===== config.mk =====
export PLATFORM = sky130hd
export DESIGN_NAME = cfg_regbank
export DESIGN_NICKNAME = d
export VERILOG_FILES = /design/src/rtl/cfg_regbank_pkg.sv /design/src/rtl/cfg_addr_dec.sv /design/src/rtl/cfg_w1c_bits.sv /design/src/rtl/cfg_once_reg.sv /design/src/rtl/cfg_regbank.sv
export SDC_FILE = /design/constraint.sdc
export NUM_CORES = 1
export LEC_CHECK = 0
export BUFFER_PORTS_ARGS = -buffer_cell sky130_fd_sc_hd__buf_2
export CAP_MARGIN = 30
export CORE_MARGIN = 4
export CORE_UTILIZATION = 41
export CTS_CLUSTER_SIZE = 20
export DETAILED_ROUTE_END_ITERATION = 10
export GPL_TIMING_DRIVEN = 0
export PLACE_DENSITY = 0.75
export SLEW_MARGIN = 20
export SYNTH_ARGS = -nofsm -noshare
export SYNTH_HDL_FRONTEND = slang
export SYNTH_SLANG_ARGS = --single-unit

===== constraint.sdc =====
create_clock -name clk -period 1.9 [get_ports clk]
set_clock_uncertainty 0.05 [all_clocks]
set_input_delay 0.38 -clock clk [delete_from_list [all_inputs] [get_ports clk]]
set_output_delay 0.38 -clock clk [all_outputs]
set_load 0.03 [all_outputs]

===== src/rtl/cfg_regbank_pkg.sv =====
package cfg_regbank_pkg;

    localparam int BUS_W    = 32;
    localparam int BE_W     = BUS_W / 8;
    localparam int CFG_W    = 16;
    localparam int ST_W     = 8;
    localparam int CMD_W    = 8;
    localparam int GO_BIT   = 16;
    localparam int LGO_BIT  = 17;
    localparam int LOCK_BIT = 24;

    typedef enum logic [2:0] {
        RG_CTRL,
        RG_STAT,
        RG_ONCE,
        RG_CMD,
        RG_RSV
    } rg_sel_e;

    function automatic logic [BUS_W-1:0] be_mask(input logic [BE_W-1:0] be);
        logic [BUS_W-1:0] m;
        for (int b = 0; b < BE_W; b++) begin
            m[8*b +: 8] = {8{be[b]}};
        end
        return m;
    endfunction

endpackage


===== src/rtl/cfg_addr_dec.sv =====
module cfg_addr_dec
    import cfg_regbank_pkg::*;
#(
    parameter int ADDR_W = 6
) (
    input  logic [ADDR_W-1:0] addr,
    output rg_sel_e           sel
);
    localparam int IDX_W = ADDR_W - 2;

    logic [IDX_W-1:0] widx;
    assign widx = addr[ADDR_W-1:2];

    always_comb begin
        if (addr[1:0] != 2'b00)               sel = RG_RSV;
        else if (widx == IDX_W'(0))           sel = RG_CTRL;
        else if (widx == IDX_W'(1))           sel = RG_STAT;
        else if (widx == IDX_W'(2))           sel = RG_ONCE;
        else if (widx == IDX_W'(3))           sel = RG_CMD;
        else                                  sel = RG_RSV;
    end
endmodule


===== src/rtl/cfg_w1c_bits.sv =====
module cfg_w1c_bits #(
    parameter int W = 8
) (
    input  logic         clk,
    input  logic         rst,
    input  logic         wr_en,
    input  logic [W-1:0] wdata,
    input  logic [W-1:0] hw_set,
    output logic [W-1:0] q
);
    for (genvar k = 0; k < W; k++) begin : g_bit
        always_ff @(posedge clk) begin
            if (rst)                        q[k] <= 1'b0;
            else if (hw_set[k])             q[k] <= 1'b1;
            else if (wr_en && wdata[k])     q[k] <= 1'b0;
        end
    end
endmodule


===== src/rtl/cfg_once_reg.sv =====
module cfg_once_reg #(
    parameter int W = 32
) (
    input  logic         clk,
    input  logic         rst,
    input  logic [W-1:0] dflt,
    input  logic         wr_en,
    input  logic [W-1:0] wmask,
    input  logic [W-1:0] wdata,
    output logic [W-1:0] q
);
    logic armed;

    always_ff @(posedge clk) begin
        if (rst) begin
            q     <= dflt;
            armed <= 1'b1;
        end else if (wr_en && armed) begin
            q     <= (q & ~wmask) | (wdata & wmask);
            armed <= 1'b0;
        end
    end
endmodule


===== src/rtl/cfg_regbank.sv =====
module cfg_regbank
    import cfg_regbank_pkg::*;
#(
    parameter int ADDR_W = 6
) (
    input  logic              clk,
    input  logic              rst,
    input  logic              req_i,
    input  logic              we_i,
    input  logic [ADDR_W-1:0] addr_i,
    input  logic [31:0]       wdata_i,
    input  logic [3:0]        be_i,
    output logic [31:0]       rdata_o,
    output logic              ack_o,
    input  logic [15:0]       strap_cfg_i,
    input  logic [31:0]       strap_once_i,
    input  logic [7:0]        hw_set_i,
    input  logic [1:0]        sc_clr_i,
    output logic [15:0]       cfg_o,
    output logic              go_o,
    output logic              lgo_o,
    output logic              lock_o,
    output logic [7:0]        status_o,
    output logic [31:0]       once_o,
    output logic [7:0]        cmd_o,
    output logic              cmd_stb_o
);
    localparam int CFG_BYTES = CFG_W / 8;

    rg_sel_e    sel;
    logic       wr, rd;
    logic       ctrl_wr, stat_wr, once_wr, cmd_wr;
    logic [BUS_W-1:0] rd_word;

    cfg_addr_dec #(.ADDR_W(ADDR_W)) u_dec (
        .addr (addr_i),
        .sel  (sel)
    );

    assign wr      = req_i && we_i;
    assign rd      = req_i && !we_i;
    assign ctrl_wr = wr && (sel == RG_CTRL);
    assign stat_wr = wr && (sel == RG_STAT) && be_i[0];
    assign once_wr = wr && (sel == RG_ONCE) && (|be_i);
    assign cmd_wr  = wr && (sel == RG_CMD)  && be_i[0];

    // plain read/write field, byte-gated
    for (genvar b = 0; b < CFG_BYTES; b++) begin : g_cfg
        always_ff @(posedge clk) begin
            if (rst)                      cfg_o[8*b +: 8] <= strap_cfg_i[8*b +: 8];
            else if (ctrl_wr && be_i[b])  cfg_o[8*b +: 8] <= wdata_i[8*b +: 8];
        end
    end

    // self-clearing bits; a software write takes precedence over a hardware clear
    always_ff @(posedge clk) begin
        if (rst) begin
            go_o  <= 1'b0;
            lgo_o <= 1'b0;
        end else begin
            if (ctrl_wr && be_i[GO_BIT/8])                 go_o <= wdata_i[GO_BIT];
            else if (sc_clr_i[0])                          go_o <= 1'b0;
            if (ctrl_wr && be_i[LGO_BIT/8] && !lock_o)     lgo_o <= wdata_i[LGO_BIT];
            else if (sc_clr_i[1])                          lgo_o <= 1'b0;
        end
    end

    cfg_once_reg #(.W(1)) u_lock (
        .clk   (clk),
        .rst   (rst),
        .dflt  (1'b0),
        .wr_en (ctrl_wr && be_i[LOCK_BIT/8]),
        .wmask (1'b1),
        .wdata (wdata_i[LOCK_BIT]),
        .q     (lock_o)
    );

    cfg_w1c_bits #(.W(ST_W)) u_stat (
        .clk    (clk),
        .rst    (rst),
        .wr_en  (stat_wr),
        .wdata  (wdata_i[ST_W-1:0]),
        .hw_set (hw_set_i),
        .q      (status_o)
    );

    cfg_once_reg #(.W(BUS_W)) u_once (
        .clk   (clk),
        .rst   (rst),
        .dflt  (strap_once_i),
        .wr_en (once_wr),
        .wmask (be_mask(be_i)),
        .wdata (wdata_i),
        .q     (once_o)
    );

    always_ff @(posedge clk) begin
        if (rst) begin
            cmd_o     <= '0;
            cmd_stb_o <= 1'b0;
        end else begin
            cmd_stb_o <= cmd_wr;
            if (cmd_wr) cmd_o <= wdata_i[CMD_W-1:0];
        end
    end

    always_comb begin
        rd_word = '0;
        case (sel)
            RG_CTRL: begin
                rd_word[CFG_W-1:0] = cfg_o;
                rd_word[GO_BIT]    = go_o;
                rd_word[LGO_BIT]   = lgo_o;
                rd_word[LOCK_BIT]  = lock_o;
            end
            RG_STAT: rd_word[ST_W-1:0] = status_o;
            RG_ONCE: rd_word = once_o;
            default: rd_word = '0;
        endcase
    end

    always_ff @(posedge clk) begin
        if (rst) begin
            ack_o   <= 1'b0;
            rdata_o <= '0;
        end else begin
            ack_o   <= req_i;
            rdata_o <= rd ? rd_word : '0;
        end
    end
endmodule


Word level (Yosys, flattened, before mapping)
Index checks and enable logic that the tools add are counted.
- $add $sub $neg: 0
- multiply operators: 0
- divide/modulo/power cells: 0
- magnitude comparators: 0
- equal/unequal tests: 6
- shift-type cells: 0
- mux-type cells: 34
- bitwise logic cells: 6
- reduce and logical (&&, ||, !) cells: 45
- operators by type and width (cell ; count):
    $and A32 B32 Y32 ; 2
    $mux W32 ; 2
    $mux W8 ; 4
    $not A32 Y32 ; 1
    $or A32 B32 Y32 ; 1
    $reduce_bool A2 Y1 ; 14
    $logic_and A1 B1 Y1 ; 24
    $pmux W8 S3 ; 1
    $mux W1 ; 20
    $pmux W10 S2 ; 1
    $mux W3 ; 5
    $eq A4 B2 Y1 const B ; 2
    $eq A3 B2 Y1 const B ; 2
    $eq A4 B1 Y1 const B ; 1
    $logic_not A4 Y1 ; 1
    $reduce_or A4 Y1 ; 1
    $eq A3 B1 Y1 const B ; 1
    $logic_not A3 Y1 ; 1
    $reduce_or A3 Y1 ; 1
    $logic_not A1 Y1 ; 2
    $not A1 Y1 ; 2
    $pmux W1 S2 ; 1
    $reduce_or A2 Y1 ; 1
- register bits: 103
- latch bits: 0
- bits in writable memories: 0
- bits in read-only memories: 0
- input port bits: 104
- output and inout bits: 101
- logic and storage cells: 112
- memories: 0

Longest topological paths before layout
Gate-level depths: netlist of the first run.
- depth after elaboration: 12
- gate-level depth with buffers: 5
- mapped depth without buffers: 3

By module
Synthesis of the first run repeated with hierarchy kept, for this count alone.
- cells, all modules: 432
- area, all modules: 4608.2 µm²
- by module, submodules not included (module ; times used ; cells each ; area each (µm²) ; seq. area each (µm²)):
    cfg_regbank ; 1 ; 207 ; 2369.8 ; 1361.3
    cfg_once_reg at u_once ; 1 ; 179 ; 1767.9 ; 980.9
    cfg_w1c_bits ; 1 ; 34 ; 359.1 ; 160.2
    cfg_once_reg at u_lock ; 1 ; 8 ; 82.6 ; 50.0
    cfg_addr_dec ; 1 ; 4 ; 28.8 ; 0.0

Worst setup path before layout of the first run
Ideal clock, no wire load.
- path type: input to register
- start: input addr_i[5]
- end: register cfg_o[0] (enable)
- library setup time: 0.326 ns
- arrival time: 1.472 ns
- data required time: 1.524 ns
- slack: 0.052 ns
- stages: 3
- buffers on the path: 0
- path through: or4_4 > nor3_1 > a21o_1
- word-level cells in the longest chain between the ends: 10
- elaborated cells on any way between the ends: 13
- those cells by class: 3 x eq/ne; 5 x mux; 5 x reduce/logical
- ends and longest elaborated chain (what ; line ; RTL):
    start: declaration ; cfg_regbank.sv:10 ; input logic [ADDR_W-1:0] addr_i,
    $eq A4 B2 Y1 ; cfg_addr_dec.sv:19 ; else if (widx == IDX_W'(3)) sel = RG_CMD;
    $mux W3 ; cfg_addr_dec.sv:19 ;
    $mux W3 ; cfg_addr_dec.sv:18 ; else if (widx == IDX_W'(2)) sel = RG_ONCE;
    $mux W3 ; cfg_addr_dec.sv:17 ; else if (widx == IDX_W'(1)) sel = RG_STAT;
    $mux W3 (*) ; cfg_addr_dec.sv:16 ; else if (widx == IDX_W'(0)) sel = RG_CTRL;
    $mux W3 (*) ; cfg_addr_dec.sv:15 ; if (addr[1:0] != 2'b00) sel = RG_RSV;
    $logic_not A3 Y1 (*) ; cfg_regbank.sv:42 ; assign ctrl_wr = wr && (sel == RG_CTRL);
    $logic_and A1 B1 Y1 (*) ; cfg_regbank.sv:42 ;
    $logic_and A1 B1 Y1 (*) ; cfg_regbank.sv:51 ; else if (ctrl_wr && be_i[b]) cfg_o[8*b +: 8] <= wdata_i[8*b +: 8];
    $reduce_bool A2 Y1 (no source line) (*) ; -- ;
    end signal: indexed assignment ; cfg_regbank.sv:50 ; if (rst) cfg_o[8*b +: 8] <= strap_cfg_i[8*b +: 8];
    end signal: indexed assignment ; cfg_regbank.sv:51 ;
    end: declaration ; cfg_regbank.sv:19 ; output logic [15:0] cfg_o,
Every way passes the cells marked *; elsewhere a longest branch is shown, timed or not.
A chain may end at the register's enable or synchronous reset.

==> results by group, run 1 <==
CTS
  – Clock Sinks: 103
  – Worst-path clk slew: 110 ps
  – H-tree levels: 3
  – CTS Buffer Depth: 2
  – Root Buffer: clkbuf_8
  – CTS tree: built
  – TritonCTS buffer count: 9
  – Clk_lat worst skew: 360 ps
  – # Post-CTS Setup Buffers: 0

Synthesis
  – Seq/Total Area, Yosys: 60.57%
  – Synthesized area per cell: 11.76 um^2
  – Synth Instances: 357
  – Post-Syn Nets: 461
  – Post-synth top cells: 55 x dfxtp_1, 48 x edfxtp_1, 41 x nand2_1
  – Synth top area share: 34.34%
  – Yosys top cell by area: edfxtp_1
  – Post-synth EDFFs: 48
  – Ys async rst share: 0%
  – Commonest register cell after synthesis: dfxtp_1
  – Synth area leaders: edfxtp_1 34%, dfxtp_1 26%, mux2i_1 7.2%
  – Most frequent cell after synthesis: dfxtp_1
  – Synthesized flop and latch total: 103
  – Yosys cell types: 30
  – Number of synthesis warnings: 0
  – Synthesized area: 4198 um^2

Placed design
  – Dpl cells: 693
  – DP Wirelength: 10010 um
  – RePlAce Congestion: 0.7605
  – Setup WS pre-CTS: -785.3 ps
  – Port bufs: 203

Cells and area
  – Inserted Diodes: 0
  – Nets: 674
  – Final std cells w/o fill: 708
  – Area grow syn2layout: 32.46%
  – Share of cells above drive strength 1: 44.00%

Job
  – Number of max-cap violations: 0

Floorplanning
  – FP Rows: 36
  – Die area: 11920 um^2
  – Area of the core: 9864 um^2
  – Ports: 205
  – Die width: 109.2 um
  – Starting Density: 42.55%
  – Die Y: 109.2 um

Detailed routing
  – WL final: 12790 um
  – Initial DRC count: 145
  – First-pass DRT Iterations: 5
  – Number of remaining DRC errors: 0
  – Wire length per cell: 18.06 um
  – Vias after detailed routing: 3528
  – WL met1: 5102 um
  – ANT nets after route: 0
  – DR WL met3: 1189 um
  – Routed wl met2: 6386 um
  – Vias per cell: 4.983
  – Highest Signal Layer: met4

Timing
  – # setup viols final: 0
  – Final hold vios: 0
  – Final Slew Violations: 0
  – Tightest slew margin relative to the limit: 57.61%
  – Fin crit share: 93.32%
  – Post-route setup slack: 127.0 ps
  – Worst Tran Pin Value: 635.9 ps
  – RSZ-0062 raised after global routing: false
  – Max Clock Freq: 0.5640 GHz
  – Fin crit period: 1773 ps

Global routing
  – Vias in the first global route: 3546
  – Initial antenna violation count: 0
  – Global-route wire length before repair: 18710 um
  – Largest net degree at the start of global routing: 19
  – Total track usage: 21.05%
  – Total grt overflow: 0

Worst setup path
  – Crit path launch type: input pin
  – WS Path Type: in -> reg
  – Worst reg-to-reg path cell count: 2
  – WP data arrival: 1810 ps
  – Crit path max fanout: 13
  – Worst setup EP type: register
  – Req. time, crit path: 1940 ps

Min path
  – Hold depth: 2
  – Hold Crit Class: in -> reg

Power and ir drop
  – Leakage: 2.627 nW
  – Pwr Density: 815.9 nW/um^2
  – VDD IR-drop max: 0.4987 mV

Run status
  – Status: completed
## cells in the final DEF (no fill, tap or decap)
cell type     n
a21o_2        2
inv_1         3
edfxtp_1     48
nand2_1      41
mux2_2        8
nor4_2        1
clkbuf_8      9
inv_8         1
or4_4         1
mux2i_1      30
clkbuf_1      9
nor2_1       24
dfxtp_1      55
clkbuf_2      2
and4_1        1
and3_1        3
clkinvlp_4    1
nor2b_1       3
a211oi_1      8
nand2b_1     22
and2_1       14
or2_2         8
or4_1         1
a21o_1        5
a22o_1       21
nor3_1        1
o21ai_0      11
clkinv_2      2
buf_4         1
nor4_4        3
o41ai_1       1
inv_6         3
nor3b_1       9
a21oi_1       8
nand4_1       2
buf_2       211
nand3b_1      2
## layer usage
| metal | GRT usage (%) | vias up |
|---|---|---|
| met1 | 24.49 | 1660 |
| met5 | 0 | - |
| li1 | - | 1699 |
| met3 | 7.164 | 12 |
| met4 | 3.740 | 0 |
| met2 | 37.94 | 157 |
## power breakdown
group          leakage, nW  internal [mW]  switching, mW
Sequential           0.912           2.45         0.0583
Combinational         1.62          0.267          0.484
Clock               0.0923          0.496          0.785
Total                 2.63           3.21           1.33
## worst paths after layout
kind	startpoint	endpoint	slack, ps
hold reg to reg	u_once.armed$_SDFFE_PP1P_	u_once.armed$_SDFFE_PP1P_	410
setup reg to reg	u_once.armed$_SDFFE_PP1P_	register	520
hold / removal	req_i	ack_o$_SDFF_PP0_	230
setup / recovery	rst	register	130
## worst max-delay path: stages
cell      delay [ps]
buf_2            250
clkbuf_1         530
clkbuf_1         470
o21ai_0          170
## cell families after synthesis
group,share of synthesized area (%)
muxes,9.300
buffers and inverters,2.474
AOI/OAI and AO/OA,9.538
DFF,60.57
and+or+nand+nor,18.12
## layout make-up
class,count,area [um^2]
Tap cell,133,166.4
Sequential cell,103,2542
Timing Repair Buffer,203,1016
Inverter,3,11.26
Clock inverter,7,55.05
Clock buffer,9,123.9
Multi-Input combinational cell,230,1554
Buffer,20,91.34
Fill cell,870,4304
## through the flow
step | utilization, % | hold slack (ps) | setup TNS [ps] | power [mW] | area, um^2
after global placement | 54.54 | 377.2 | -34090 | 3.298 | 5380
after global routing | 56.37 | 225.9 | 0 | 4.719 | 5560
after detailed placement | 54.54 | 392.0 | -34620 | 3.313 | 5380
after CTS | 56.34 | 224.5 | 0 | 4.573 | 5558
after floorplan | - | 368.4 | 0 | 2.993 | 4198
final | 56.37 | 230.6 | 0 | 4.537 | 5560
## what timing repair did
| action | CTS | global route |
|---|---|---|
| endpoints found under the setup margin | 48 | 9 |
| hold buffers | 0 | 0 |
| gates resized for setup | 2 | 2 |
(Power assumes the default switching activity.)
==> run 2: changes to the inputs <==
--- a/config.mk
+++ b/config.mk
@@ -8,11 +8,12 @@
 export BUFFER_PORTS_ARGS = -buffer_cell sky130_fd_sc_hd__buf_2
 export CAP_MARGIN = 30
 export CORE_MARGIN = 4
-export CORE_UTILIZATION = 41
+export CORE_UTILIZATION = 43
+export CTS_BUF_LIST = sky130_fd_sc_hd__clkbuf_4
 export CTS_CLUSTER_SIZE = 20
 export DETAILED_ROUTE_END_ITERATION = 10
 export GPL_TIMING_DRIVEN = 0
-export PLACE_DENSITY = 0.75
+export PLACE_DENSITY = 0.78
 export SLEW_MARGIN = 20
 export SYNTH_ARGS = -nofsm -noshare
 export SYNTH_HDL_FRONTEND = slang
==> run 2 against run 1 <==
  * Register-to-register slack about the same
  * Sequential share of layout area up 0.34 points
  * Wire length down 0.19%
  * Die area down 4.3%
  * Hold slack worse by 81 ps
  * Utilization up 2.5 points
  * Via count up 2.0%
  * Non-clock buffer count unchanged
  * Critical path depth unchanged
  * Global-route usage up 1.3 points
  * Cell count down 0.56%
  * Critical path type unchanged
  * Largest power group unchanged
  * Highest routed layer unchanged
==> results by group, run 2 (synthesis gave the netlist of run 1 again) <==
Run status
  – Status: completed

Worst setup path
  – WS Path Type: in -> reg
  – Worst path top cell family by delay: simple AND/OR/NAND/NOR gates
  – FF-to-FF Start: u_once.armed$_SDFFE_PP1P_
  – Crit-path slowest cell: or4_4
  – Worst Setup SP: addr_i[5]
  – Crit path max fanout: 8 (-5)
  – Worst R2R Setup Slack: 520 ps (about the same)
  – Cell chain of the critical path: buf_2, or4_4, nor3_1, a21o_1
  – CP peak stage delay: 610 ps (+80 ps)
  – Crit path launch type: input pin
  – Worst reg-to-reg path cell count: 2 (unchanged)
  – Req. time, crit path: 1940 ps (about the same)
  – Worst setup EP type: register
  – WP data arrival: 1830 ps (+20 ps)
  – WP buf/inv: 1 (-2)

Power and ir drop
  – Sw frac: 28.88% (-0.36 points)
  – Leakage: 2.613 nW (-0.52%)
  – P_int: 3.142 mW (-2.1%)
  – Pwr Density: 800.5 nW/um^2 (-1.9%)
  – Reg power frac: 56.7% (+1.5 points)
  – Clock Power Share: 26.3% (-1.9 points)
  – Psw: 1.276 mW (-3.8%)
  – VDD IR-drop max: 0.4029 mV (-19%)
  – Combinational Power Share: 17.0% (+0.5 points)

CTS
  – CTS Buffer Depth: 2 (unchanged)
  – H-tree levels: 3 (unchanged)
  – Worst-path clk slew: 160 ps (+50 ps)
  – Clk_lat worst skew: 430 ps (+70 ps)
  – TritonCTS buffer count: 9 (unchanged)
  – Clock Sinks: 103 (unchanged)
  – Root Buffer: clkbuf_4
  – CTS tree: built
  – # Post-CTS Setup Buffers: 0 (unchanged)

Global routing
  – Global-route wire length before repair: 19530 um (+4.4%)
  – Initial antenna violation count: 0 (unchanged)
  – Total track usage: 22.31% (+1.3 points)
  – Largest net degree at the start of global routing: 18 (-1)
  – Total grt overflow: 0 (unchanged)
  – Vias in the first global route: 3736 (+5.4%)

Detailed routing
  – ANT nets after route: 0 (unchanged)
  – Wire length per cell: 18.13 um (+0.38%)
  – Vias after detailed routing: 3597 (+2.0%)
  – Initial DRC count: 171 (+18%)
  – WL final: 12760 um (-0.19%)
  – Number of remaining DRC errors: 0 (unchanged)
  – Vias per cell: 5.109 (+2.5%)
  – First-pass DRT Iterations: 4 (-1)

Cells and area
  – Filler cells: 848 (-2.5%)
  – Inserted Diodes: 0 (unchanged)
  – Area grow syn2layout: 31.48%
  – Commonest non-fill, non-tap cell in the layout: buf_2
  – Most frequent cells in the layout: 211 x buf_2, 55 x dfxtp_1, 48 x edfxtp_1
  – Nets: 674 (unchanged)
  – Share of cells above drive strength 1: 43.48% (-0.52 points)

Timing
  – Fin crit share: 94.27% (+0.95 points)
  – Sum of negative setup slack: 0 ps (unchanged)
  – RSZ-0062 raised after global routing: false
  – Final hold vios: 0 (unchanged)
  – Worst Tran Pin Value: 602.9 ps (-32.99 ps)
  – Post-route setup slack: 108.9 ps (-18.13 ps)
  – Tightest slew margin relative to the limit: 59.81% (+2.2 points)
  – # setup viols final: 0 (unchanged)
  – Final Slew Violations: 0 (unchanged)
  – Fin crit period: 1791 ps (+18.13 ps)
  – Max Clock Freq: 0.5583 GHz (-1.0%)

Floorplanning
  – FP Rows: 35 (-2.8%)
  – Die width: 106.8 um (-2.2%)
  – Starting Density: 44.79% (+2.2 points)
  – Die area: 11410 um^2 (-4.3%)
  – Area of the core: 9371 um^2 (-5.0%)
  – Die Y: 106.8 um (-2.2%)
  – Ports: 205 (unchanged)

Min path
  – Hold depth: 3 (+1)
  – Hold Crit Class: in -> reg
  – Hold wc startpoint: hw_set_i[7]
  – WHS Endpoint: u_stat.q[7]$_SDFFE_PP0P_

Placed design
  – RePlAce Congestion: 0.8371 (+10%)
  – Setup WS pre-CTS: -807.8 ps (-22.47 ps)
  – DP Wirelength: 9895 um (-1.2%)
  – Port bufs: 203 (unchanged)

Job
  – Number of max-cap violations: 0 (unchanged)
run 2: cell types whose count changed in the layout (fill, tap and decap cells not counted), sizes merged:
cell	change
clkbuf	+1
inv	-3
clkinv	+1
bufinv	+1
run 2: layout make-up:
| type | instances | area (um^2) | share of cell area (%) |
|---|---|---|---|
| buffer | 20 | 91.34 | 1.655 |
| timing repair buffer | 203 | 1016 | 18.41 |
| clock buffer | 10 | 75.07 | 1.360 |
| clock inverter | 6 | 70.07 | 1.270 |
| tap | 129 | 161.4 | 2.925 |
| inverter | 3 | 11.26 | 0.2040 |
| sequential | 103 | 2542 | 46.07 |
| multi-input combinational | 230 | 1551 | 28.11 |
run 2: power by group through the flow:
stage / clock [mW] / combinational, mW / sequential, mW
global placement: 0 / 0.741 / 2.55
detailed placement: 0 / 0.753 / 2.55
finish: 1.16 / 0.750 / 2.50
global route: 1.27 / 0.802 / 2.52
CTS: 1.18 / 0.757 / 2.50
floorplan: 0 / 0.222 / 2.77
run 2: per-layer routing:
metal | global-route usage, % | wire length [um] | vias up
met2 | 39.57 | 6398 | 173
met4 | 6.849 | 145 | 0
met1 | 25.83 | 4995 | 1713
met3 | 6.743 | 1222 | 16
li1 | - | - | 1695
met5 | 0 | 0 | -
run 2: worst max-delay path by stage:
stage	end	slack (ps)	depth (start not counted)
after floorplan	cfg_o[0]$_DFFE_PP_	50	3
after global placement	cfg_o[7]$_DFFE_PP_	-850	5
after CTS	cfg_o[2]$_DFFE_PP_	20	5
after global routing	cfg_o[4]$_DFFE_PP_	30	5
final	cfg_o[4]$_DFFE_PP_	110	4
after detailed placement	cfg_o[5]$_DFFE_PP_	-810	5
run 2: repair_timing:
| action | 4_1_cts | 5_1_grt |
|---|---|---|
| setup endpoints to repair | 40 | 29 |
| gates resized for setup | 2 | 0 |
| hold buffers | 0 | 0 |
| cloned | 0 | 0 |
run 2: worst min-delay path, cell delays in order:
cell and delay (ps):
buf_2 100, nor2_1 80, a211oi_1 50
run 2: metrics by stage:
step	instance area (um^2)	utilization [%]	cells	hold slack (ps)	total power, mW
floorplan	4198	-	357	368.4	2.993
CTS	5523	58.93	705	117.3	4.440
detailed placement	5375	57.36	689	382.0	3.306
global placement	5375	57.36	689	377.8	3.291
finish	5519	58.89	704	149.8	4.418
global route	5519	58.89	704	91.16	4.596
